`src/rtl/fdl_pkg.sv`:
```
package fdl_pkg;
   typedef enum logic [1:0] {
      SRC_NONE = 2'd0,
      SRC_EXT  = 2'd1,
      SRC_BOM  = 2'd2,
      SRC_HDLC = 2'd3
   } fdl_src_e;
endpackage

```
`src/rtl/fdl_slot_detect.sv`:
```
module fdl_slot_detect #(
   parameter int FRAME_BITS  = 193,
   parameter int SF_FRAMES   = 24,
   parameter bit SUPPORT_SLC = 1'b1,
   localparam int FW = $clog2(SF_FRAMES + 1),
   localparam int BW = $clog2(FRAME_BITS)
) (
   input  logic          mode,
   input  logic [FW-1:0] frame,
   input  logic [BW-1:0] bitpos,
   output logic          slot
);
   logic fbit;
   logic in_range;

   assign fbit     = (bitpos == '0);
   assign in_range = (frame != '0) && (int'(frame) <= SF_FRAMES);

   generate
      if (SUPPORT_SLC) begin : g_both
         // odd frames carry the link in ESF, even frames in SLC-96
         assign slot = fbit && in_range && (frame[0] ^ mode);
      end else begin : g_esf_only
         logic unused_mode;
         assign unused_mode = mode;
         assign slot = fbit && in_range && frame[0];
      end
   endgenerate
endmodule

```
`src/rtl/fdl_src_select.sv`:
```
module fdl_src_select
   import fdl_pkg::*;
(
   input  logic     ext_en,
   input  logic     bom_en,
   input  logic     hdlc_en,
   output fdl_src_e src
);
   always_comb begin
      if (ext_en)       src = SRC_EXT;
      else if (bom_en)  src = SRC_BOM;
      else if (hdlc_en) src = SRC_HDLC;
      else              src = SRC_NONE;
   end
endmodule

```
`src/rtl/fdl_tx_path.sv`:
```
module fdl_tx_path
   import fdl_pkg::*;
(
   input  logic     clk,
   input  logic     rst_n,
   input  logic     slot,
   input  fdl_src_e src,
   input  logic     data_in,
   input  logic     ext_bit,
   input  logic     bom_bit,
   input  logic     hdlc_bit,
   output logic     data_out,
   output logic     ext_clk,
   output logic     bom_req,
   output logic     hdlc_req
);
   logic link_bit;
   logic nxt;

   always_comb begin
      case (src)
         SRC_EXT:  link_bit = ext_bit;
         SRC_BOM:  link_bit = bom_bit;
         SRC_HDLC: link_bit = hdlc_bit;
         default:  link_bit = 1'b1;
      endcase
      nxt = slot ? link_bit : data_in;
   end

   assign ext_clk  = slot;
   assign bom_req  = slot && (src == SRC_BOM);
   assign hdlc_req = slot && (src == SRC_HDLC);

   always_ff @(posedge clk) begin
      if (!rst_n) data_out <= 1'b1;
      else        data_out <= nxt;
   end

   a_r3_passthrough: assert property (@(posedge clk) disable iff (!rst_n)
      !slot |=> data_out == $past(data_in));
   a_r5_idle_ones: assert property (@(posedge clk) disable iff (!rst_n)
      (slot && src == SRC_NONE) |=> data_out);
   a_r6_req_onehot: assert property (@(posedge clk) disable iff (!rst_n)
      $onehot0({bom_req, hdlc_req}) && ((bom_req || hdlc_req) -> ext_clk));
endmodule

```
`src/rtl/fdl_rx_path.sv`:
```
module fdl_rx_path
   import fdl_pkg::*;
(
   input  logic     clk,
   input  logic     rst_n,
   input  logic     slot,
   input  fdl_src_e src,
   input  logic     data_in,
   output logic     ext_clk,
   output logic     dl_bit,
   output logic     bom_valid,
   output logic     hdlc_valid
);
   always_ff @(posedge clk) begin
      if (!rst_n) begin
         ext_clk    <= 1'b0;
         dl_bit     <= 1'b0;
         bom_valid  <= 1'b0;
         hdlc_valid <= 1'b0;
      end else begin
         ext_clk    <= slot;
         bom_valid  <= slot && (src == SRC_BOM);
         hdlc_valid <= slot && (src == SRC_HDLC);
         if (slot) dl_bit <= data_in;
      end
   end

   a_r7_hold: assert property (@(posedge clk) disable iff (!rst_n)
      !slot |=> $stable(dl_bit));
   a_r7_single: assert property (@(posedge clk) disable iff (!rst_n)
      ext_clk |-> !$past(ext_clk) || $past(slot));
endmodule

```
`src/rtl/t1_fdl_tap.sv`:
```
module t1_fdl_tap
   import fdl_pkg::*;
#(
   parameter int FRAME_BITS  = 193,
   parameter int SF_FRAMES   = 24,
   parameter bit SUPPORT_SLC = 1'b1,
   localparam int FW = $clog2(SF_FRAMES + 1),
   localparam int BW = $clog2(FRAME_BITS)
) (
   input  logic          clk,
   input  logic          rst_n,
   input  logic          mode,
   input  logic          ext_en,
   input  logic          bom_en,
   input  logic          hdlc_en,
   input  logic          tx_data_in,
   input  logic [FW-1:0] tx_frame,
   input  logic [BW-1:0] tx_bit,
   input  logic          tx_ext_bit,
   input  logic          tx_bom_bit,
   input  logic          tx_hdlc_bit,
   output logic          tx_data_out,
   output logic          tx_ext_clk,
   output logic          tx_bom_req,
   output logic          tx_hdlc_req,
   input  logic          rx_data_in,
   input  logic [FW-1:0] rx_frame,
   input  logic [BW-1:0] rx_bit,
   output logic          rx_ext_clk,
   output logic          rx_dl_bit,
   output logic          rx_bom_valid,
   output logic          rx_hdlc_valid,
   input  logic          hdlc_irq_in,
   output logic          hdlc_irq_out
);
   initial begin
      assert (FRAME_BITS > 1)
         else $error("FRAME_BITS must exceed 1");
      assert (SF_FRAMES >= 2 && SF_FRAMES % 2 == 0)
         else $error("SF_FRAMES must be even and at least 2");
   end

   fdl_src_e src;
   logic     tx_slot;
   logic     rx_slot;

   fdl_src_select u_sel (
      .ext_en  (ext_en),
      .bom_en  (bom_en),
      .hdlc_en (hdlc_en),
      .src     (src)
   );

   fdl_slot_detect #(.FRAME_BITS(FRAME_BITS), .SF_FRAMES(SF_FRAMES),
                     .SUPPORT_SLC(SUPPORT_SLC)) u_tx_slot (
      .mode   (mode),
      .frame  (tx_frame),
      .bitpos (tx_bit),
      .slot   (tx_slot)
   );

   fdl_slot_detect #(.FRAME_BITS(FRAME_BITS), .SF_FRAMES(SF_FRAMES),
                     .SUPPORT_SLC(SUPPORT_SLC)) u_rx_slot (
      .mode   (mode),
      .frame  (rx_frame),
      .bitpos (rx_bit),
      .slot   (rx_slot)
   );

   fdl_tx_path u_tx (
      .clk      (clk),
      .rst_n    (rst_n),
      .slot     (tx_slot),
      .src      (src),
      .data_in  (tx_data_in),
      .ext_bit  (tx_ext_bit),
      .bom_bit  (tx_bom_bit),
      .hdlc_bit (tx_hdlc_bit),
      .data_out (tx_data_out),
      .ext_clk  (tx_ext_clk),
      .bom_req  (tx_bom_req),
      .hdlc_req (tx_hdlc_req)
   );

   fdl_rx_path u_rx (
      .clk        (clk),
      .rst_n      (rst_n),
      .slot       (rx_slot),
      .src        (src),
      .data_in    (rx_data_in),
      .ext_clk    (rx_ext_clk),
      .dl_bit     (rx_dl_bit),
      .bom_valid  (rx_bom_valid),
      .hdlc_valid (rx_hdlc_valid)
   );

   assign hdlc_irq_out = hdlc_irq_in && (src == SRC_HDLC);

   a_r1_strobe_fbit: assert property (@(posedge clk) disable iff (!rst_n)
      tx_ext_clk |-> (tx_bit == '0));
   a_r4_ext_wins: assert property (@(posedge clk) disable iff (!rst_n)
      (tx_ext_clk && ext_en) |=> tx_data_out == $past(tx_ext_bit));
   a_r8_irq_gate: assert property (@(posedge clk) disable iff (!rst_n)
      (ext_en || bom_en || !hdlc_en) |-> !hdlc_irq_out);
   a_r7_rx_strobe: assert property (@(posedge clk) disable iff (!rst_n)
      rx_ext_clk |-> $past(rx_bit) == '0);
endmodule

```
`config.mk`:
```
export PLATFORM = sky130hd
export DESIGN_NAME = t1_fdl_tap
export DESIGN_NICKNAME = d
export VERILOG_FILES = /design/src/rtl/fdl_pkg.sv /design/src/rtl/fdl_slot_detect.sv /design/src/rtl/fdl_src_select.sv /design/src/rtl/fdl_tx_path.sv /design/src/rtl/fdl_rx_path.sv /design/src/rtl/t1_fdl_tap.sv
export SDC_FILE = /design/constraint.sdc
export NUM_CORES = 1
export LEC_CHECK = 0
export BUFFER_PORTS_ARGS = -buffer_cell sky130_fd_sc_hd__buf_2
export CORE_AREA = 5 5 42 44
export DETAILED_ROUTE_END_ITERATION = 16
export DIE_AREA = 0 0 47 49
export HOLD_SLACK_MARGIN = 0.08
export PLACE_DENSITY = 0.73
export SETUP_SLACK_MARGIN = 0.15
export SYNTH_ARGS = -nofsm -noshare
export SYNTH_HDL_FRONTEND = slang
export SYNTH_SLANG_ARGS = --single-unit
```
`constraint.sdc`:
```
create_clock -name clk -period 2.2 [get_ports clk]
set_clock_uncertainty 0.1 [all_clocks]
set_input_delay 0.22 -clock clk [delete_from_list [all_inputs] [get_ports clk]]
set_output_delay 0.22 -clock clk [all_outputs]
set_load 0.03 [all_outputs]
```
==> results.sh, run 1 <==
export IMPL_hold_buffers=0
export IMPL_power_leakage_uw=0.0003589
export IMPL_root_buffer="clkbuf_4"
export IMPL_combPwrFrac=0.220
export IMPL_synth_top_cell_area_share=0.3101
export IMPL_htree_num_levels=1
export IMPL_setup_tns_ns=0
export IMPL_grt_max_degree=5
export IMPL_cp_required_ns=1.88
export IMPL_post_cts_resized=0
export IMPL_synth_nets=81
export IMPL_period_minus_slack_ns=1.542
export IMPL_yosys_register_bits=5
export IMPL_cap_violations=0
export IMPL_die_y_um=49
export IMPL_portBuffers=46
export IMPL_regArea_um2=100.1
export IMPL_grt_pass1_vias=453
export IMPL_internal_power_uw=193.2
export IMPL_netlist_area_um2=322.8
export IMPL_setup_slack_ns=0.6583
export IMPL_hold_path_class="in2reg"
export IMPL_dpl_cell_count=105
export IMPL_p_switching_uw=69.34
export IMPL_powerDensity_nw_per_um2=438.0
export IMPL_route_detailed_drc=0
export IMPL_synth_area_per_cell_um2=7.507
export IMPL_outcome="completed"
export IMPL_nNetsFinal=132
export IMPL_setup_viol=0
export IMPL_diodes=0
export IMPL_layout_common_cells="buf_2 (46), nor2_1 (9), dfxtp_1 (5), nor4_1 (4), inv_1 (4)"
export IMPL_post_cts_buffers=0
export IMPL_drt_initial_drc_count=2
export IMPL_totalWireLength_um=1208
export IMPL_place_worst_setup_slack_ns=0.6390
export IMPL_pwr_share_seq=0.351
export IMPL_die_area_um2=2303
export IMPL_seq_area_frac_synth=0.3101
export IMPL_path_max_fanout=4
export IMPL_worst_slew_pin_slew_ns=0.2711
export IMPL_clock_sinks=5
export IMPL_nFillCells=161
export IMPL_slew_headroom=0.8179
export IMPL_yosys_area_top_type="dfxtp_1"
export IMPL_rsz0062_at_grt="no"
export IMPL_wl_per_cell_um=11.08
export IMPL_drtPass1Iterations=4
export IMPL_fin_crit_sh=0.7008
export IMPL_final_common_cell="buf_2"
export IMPL_swShare=0.2641
export IMPL_area_growth_pct=85.66
export IMPL_tritoncts="yes"
export IMPL_multi_input_comb_area_um2=207.7
export IMPL_clockBufferDepth=2
export IMPL_design_core_area_um2=1401
export IMPL_die_w_um=47
export IMPL_fmax_mhz=648.6
export IMPL_ys_types=19
export IMPL_synth_area_leaders="dfxtp_1 (31%), nor2_1 (10%), nor4_1 (7.8%)"
export IMPL_holdWs_ns=0.1030
export IMPL_clkSlewWorstSetupHoldPaths_ns=0.05
export IMPL_grt_usage=0.1099
export IMPL_gp_congestion=0.7786
export IMPL_grt_overflow_total=0
export IMPL_hold_viol_final=0
export IMPL_worst_setup_path_start_kind="primary input"
export IMPL_drtAntennaViolNets=0
export IMPL_pwr_share_clk=0.429
export IMPL_rows=14
export IMPL_dpl_hpwl_um=1062
export IMPL_boundaryPins=47
export IMPL_start_util=0.2304
export IMPL_dr_total_vias=479
export IMPL_clock_latency_ns=0.25
export IMPL_grt_pass1_wl_um=1821
export IMPL_ir_drop_mv=0.2571
export IMPL_drv_slew=0
export IMPL_cts_made_buffers=3
export IMPL_antenna_found_initial=0
export IMPL_ys_warn_count=0
export IMPL_fin_cells=109
export IMPL_drive_gt1_frac=0.5591
export IMPL_end_kind="output port"
export IMPL_netlist_instances=43
export IMPL_critical_path_class="in2out"
export IMPL_via_per_inst=4.394
export IMPL_cp_arrival_ns=1.22
## synthesized netlist by cell type (all sizes together)
master / instances
nand3: 1
a221oi: 1
nand2: 3
mux2i: 1
a21boi: 1
o211ai: 1
dfxtp: 5
o311a: 1
a211oi: 1
nor3: 2
nor2: 9
o21a: 1
xor2: 2
nor4: 4
nand2b: 1
inv: 4
and3: 4
a21oi: 1
## cell families (layout without fill, tap and decap cells)
| group | count (synthesis) | in the layout | share of synthesized area |
|---|---|---|---|
| and+or+nand+nor | 24 | 24 | 0.3643 |
| AOI/OAI and AO/OA | 7 | 7 | 0.1938 |
| DFF | 5 | 5 | 0.3101 |
| buffers and inverters | 4 | 54 | 0.04650 |
| xor gates and xnor gates | 2 | 2 | 0.05427 |
| muxes | 1 | 1 | 0.03101 |
## through the flow
stage	instance area [um2]	utilization	total power, uW
2_1_floorplan	322.8	-	111.9
3_3_place_gp	573.1	0.4089	149.8
3_5_place_dp	573.1	0.4089	151.6
4_1_cts	599.3	0.4277	267.2
5_1_grt	599.3	0.4277	280.0
6_report	599.3	0.4277	262.5
## worst max-delay path: stages
cell and delay, ns:
buf_2 0.09, nor4_1 0.27, and3_1 0.20, o211ai_2 0.12, nor2_1 0.12, buf_2 0.20
## flip-flops by register name, summed over array words and instances, names as in the netlist
signal	cells
u_rx.bom_valid	1
u_rx.dl_bit	1
u_rx.ext_clk	1
u_rx.hdlc_valid	1
u_tx.data_out	1
## power groups by stage
stage                     logic, uW  clock network, uW  registers, uW
after floorplan                15.9                  0           95.9
after global placement         56.0                  0           93.8
after detailed placement       57.8                  0           93.8
after CTS                      58.0                117           92.0
after global routing           64.6                123           92.0
final                          57.9                113           92.0
## path summary, 6_finish.rpt
kind         depth (start not counted)     endpoint  slack [ns]         from
min                                  2  u_rx.dl_bit        0.10        rst_n
max reg2reg                          2  u_rx.dl_bit        1.41  u_rx.dl_bit
min reg2reg                          2  u_rx.dl_bit        0.52  u_rx.dl_bit
max                                  6   tx_bom_req        0.66    tx_bit[3]
## metal layers
metal  vias to the layer above  share of wire  track usage
met5                         -              0            0
met4                         0          0.018      0.01382
met3                         2          0.094      0.07011
met2                        18           0.57       0.1900
met1                       205           0.32       0.1101
li1                        254              -            -
## final cells by class
type	count	area share
Clock buffer	4	0.04384
Multi-Input combinational cell	34	0.3466
Timing Repair Buffer	46	0.3841
Tap cell	16	0.03340
Inverter	4	0.02505
Sequential cell	5	0.1670
Note: power is estimated with default switching activity, not from simulation.
==> inputs of run 2 (changes only) <==
==> constraint.sdc (replaced) <==
create_clock -name clk -period 1.6 [get_ports clk]
set_clock_uncertainty 0.1 [all_clocks]
set_input_delay 0.16 -clock clk [delete_from_list [all_inputs] [get_ports clk]]
set_output_delay 0.16 -clock clk [all_outputs]
set_load 0.03 [all_outputs]
==> results.sh, run 2 (same netlist as run 1, synthesis figures left out) <==
export IMPL_outcome="completed"
export IMPL_portBuffers=46
export IMPL_cp_top_family="simple AND/OR/NAND/NOR gates"
export IMPL_grt_overflow_total=0
export IMPL_cp_cell_sequence="buf_2 > nor4_4 > and3_1 > o211ai_4 > nor2_1 > buf_4"
export IMPL_grt_pass1_vias=458
export IMPL_cp_endpoint="tx_bom_req"
export IMPL_worst_setup_path_start_kind="primary input"
export IMPL_drv_slew=0
export IMPL_nFillCells=151
export IMPL_drive_gt1_frac=0.5833
export IMPL_drtPass1Iterations=4
export IMPL_via_per_inst=4.536
export IMPL_powerDensity_nw_per_um2=555.9
export IMPL_grt_max_degree=5
export IMPL_cp_slowest_cell="nor4_4"
export IMPL_diodes=0
export IMPL_critPathLaunch="tx_bit[2]"
export IMPL_tritoncts="yes"
export IMPL_hold_depth=3
export IMPL_hold_path_class="in2reg"
export IMPL_worst_path_buf_inv=2
export IMPL_rows=14
export IMPL_die_area_um2=2303
export IMPL_die_y_um=49
export IMPL_period_minus_slack_ns=1.355
export IMPL_drt_initial_drc_count=1
export IMPL_dr_total_vias=508
export IMPL_regToRegStartpoint="u_rx.dl_bit"
export IMPL_critical_path_class="in2out"
export IMPL_wl_per_cell_um=11.88
export IMPL_clockBufferDepth=2
export IMPL_root_buffer="clkbuf_4"
export IMPL_final_util=0.4804
export IMPL_start_util=0.2304
export IMPL_layout_common_cells="buf_2 (43), nor2_1 (9), dfxtp_1 (5), inv_1 (4)"
export IMPL_setup_viol=0
export IMPL_rsz0062_at_grt="no"
export IMPL_crit_cells=6
export IMPL_design_core_area_um2=1401
export IMPL_final_common_cell="buf_2"
export IMPL_ir_drop_mv=0.3607
export IMPL_cts_made_buffers=3
export IMPL_clock_latency_ns=0.25
export IMPL_end_kind="output port"
export IMPL_die_w_um=47
export IMPL_power_leakage_uw=0.0003784
export IMPL_path_max_fanout=4
export IMPL_grt_usage=0.1121
export IMPL_route_detailed_drc=0
export IMPL_cp_required_ns=1.34
export IMPL_setup_tns_ns=0
export IMPL_clkSlewWorstSetupHoldPaths_ns=0.04
export IMPL_reg2reg_depth=2
export IMPL_fmax_mhz=738.2
export IMPL_max_stage_delay_ns=0.23
export IMPL_gp_congestion=0.7786
export IMPL_area_growth_pct=108.5
export IMPL_nNetsFinal=135
export IMPL_clock_sinks=5
export IMPL_hold_viol_final=0
export IMPL_r2r_end="u_rx.dl_bit"
export IMPL_slew_headroom=0.8171
export IMPL_cap_violations=0
export IMPL_drtAntennaViolNets=0
export IMPL_rrSetupSlack_ns=0.81
export IMPL_cp_arrival_ns=1.09
export IMPL_htree_num_levels=1
export IMPL_grt_pass1_wl_um=1856
export IMPL_worst_slew_pin_slew_ns=0.2728
export IMPL_dpl_hpwl_um=1062
export IMPL_boundaryPins=47
export IMPL_totalWireLength_um=1330
export IMPL_antenna_found_initial=0
export IMPL_fin_crit_sh=0.8467
==> run 2: repair_timing <==
action,4_1_cts,5_1_grt
setup endpoints to repair,0,3
gates resized for setup,0,10
setup buffers,0,1
hold buffers,2,0
endpoints found under the hold margin,2,0
==> run 2: final cells by class <==
| cell class | instances | area (um2) | share of cell area |
|---|---|---|---|
| Timing Repair Buffer | 49 | 269.0 | 0.3996 |
| Inverter | 4 | 15.01 | 0.02230 |
| Sequential cell | 5 | 100.1 | 0.1487 |
| Multi-Input combinational cell | 34 | 242.7 | 0.3606 |
| Clock buffer | 4 | 26.28 | 0.03903 |
| Tap cell | 16 | 20.02 | 0.02974 |
==> run 2: where the power goes <==
part / switching [uW] / internal [uW]
registers: 0.354 / 126
clock network: 59.8 / 94.8
logic: 41.9 / 51.0
total: 102 / 272
==> run 2: worst reg2reg max path: cells and delay by family (launching register included) <==
family	cells	cell delay [ns]
flip-flops	1	0.30
AO/OA/AOI/OAI	2	0.29
==> run 2: worst min path at each step <==
stage | from | endpoint | slack [ns]
3_5_place_dp | rst_n | u_rx.dl_bit | 0.30
5_1_grt | bom_en | u_rx.bom_valid | 0.12
3_3_place_gp | rst_n | u_rx.dl_bit | 0.30
2_1_floorplan | rst_n | u_rx.dl_bit | 0.18
6_report | tx_ext_bit | u_tx.data_out | 0.09
4_1_cts | tx_ext_bit | u_tx.data_out | 0.08
==> run 2: per-layer routing <==
layer  global-route usage  share of wire  vias up  wire [um]
met5                    0              0        -          0
met4              0.01382          0.017        0         22
met3              0.07011          0.087        2        116
met2               0.1946           0.56       22        742
met1               0.1123           0.34      225        449
li1                     -              -      259          -
==> run 2: stage by stage <==
stage,cells,worst slack (ns),total power (uW),instance area (um2),hold slack (ns)
2_1_floorplan,43,0.2194,153.8,322.8,0.1776
3_3_place_gp,105,0.1988,206.0,573.1,0.3012
3_5_place_dp,105,0.1590,208.4,573.1,0.3023
4_1_cts,111,0.1589,371.1,619.3,0.08265
5_1_grt,112,0.1527,399.1,673.1,0.1223
6_report,112,0.2454,374.2,673.1,0.09372
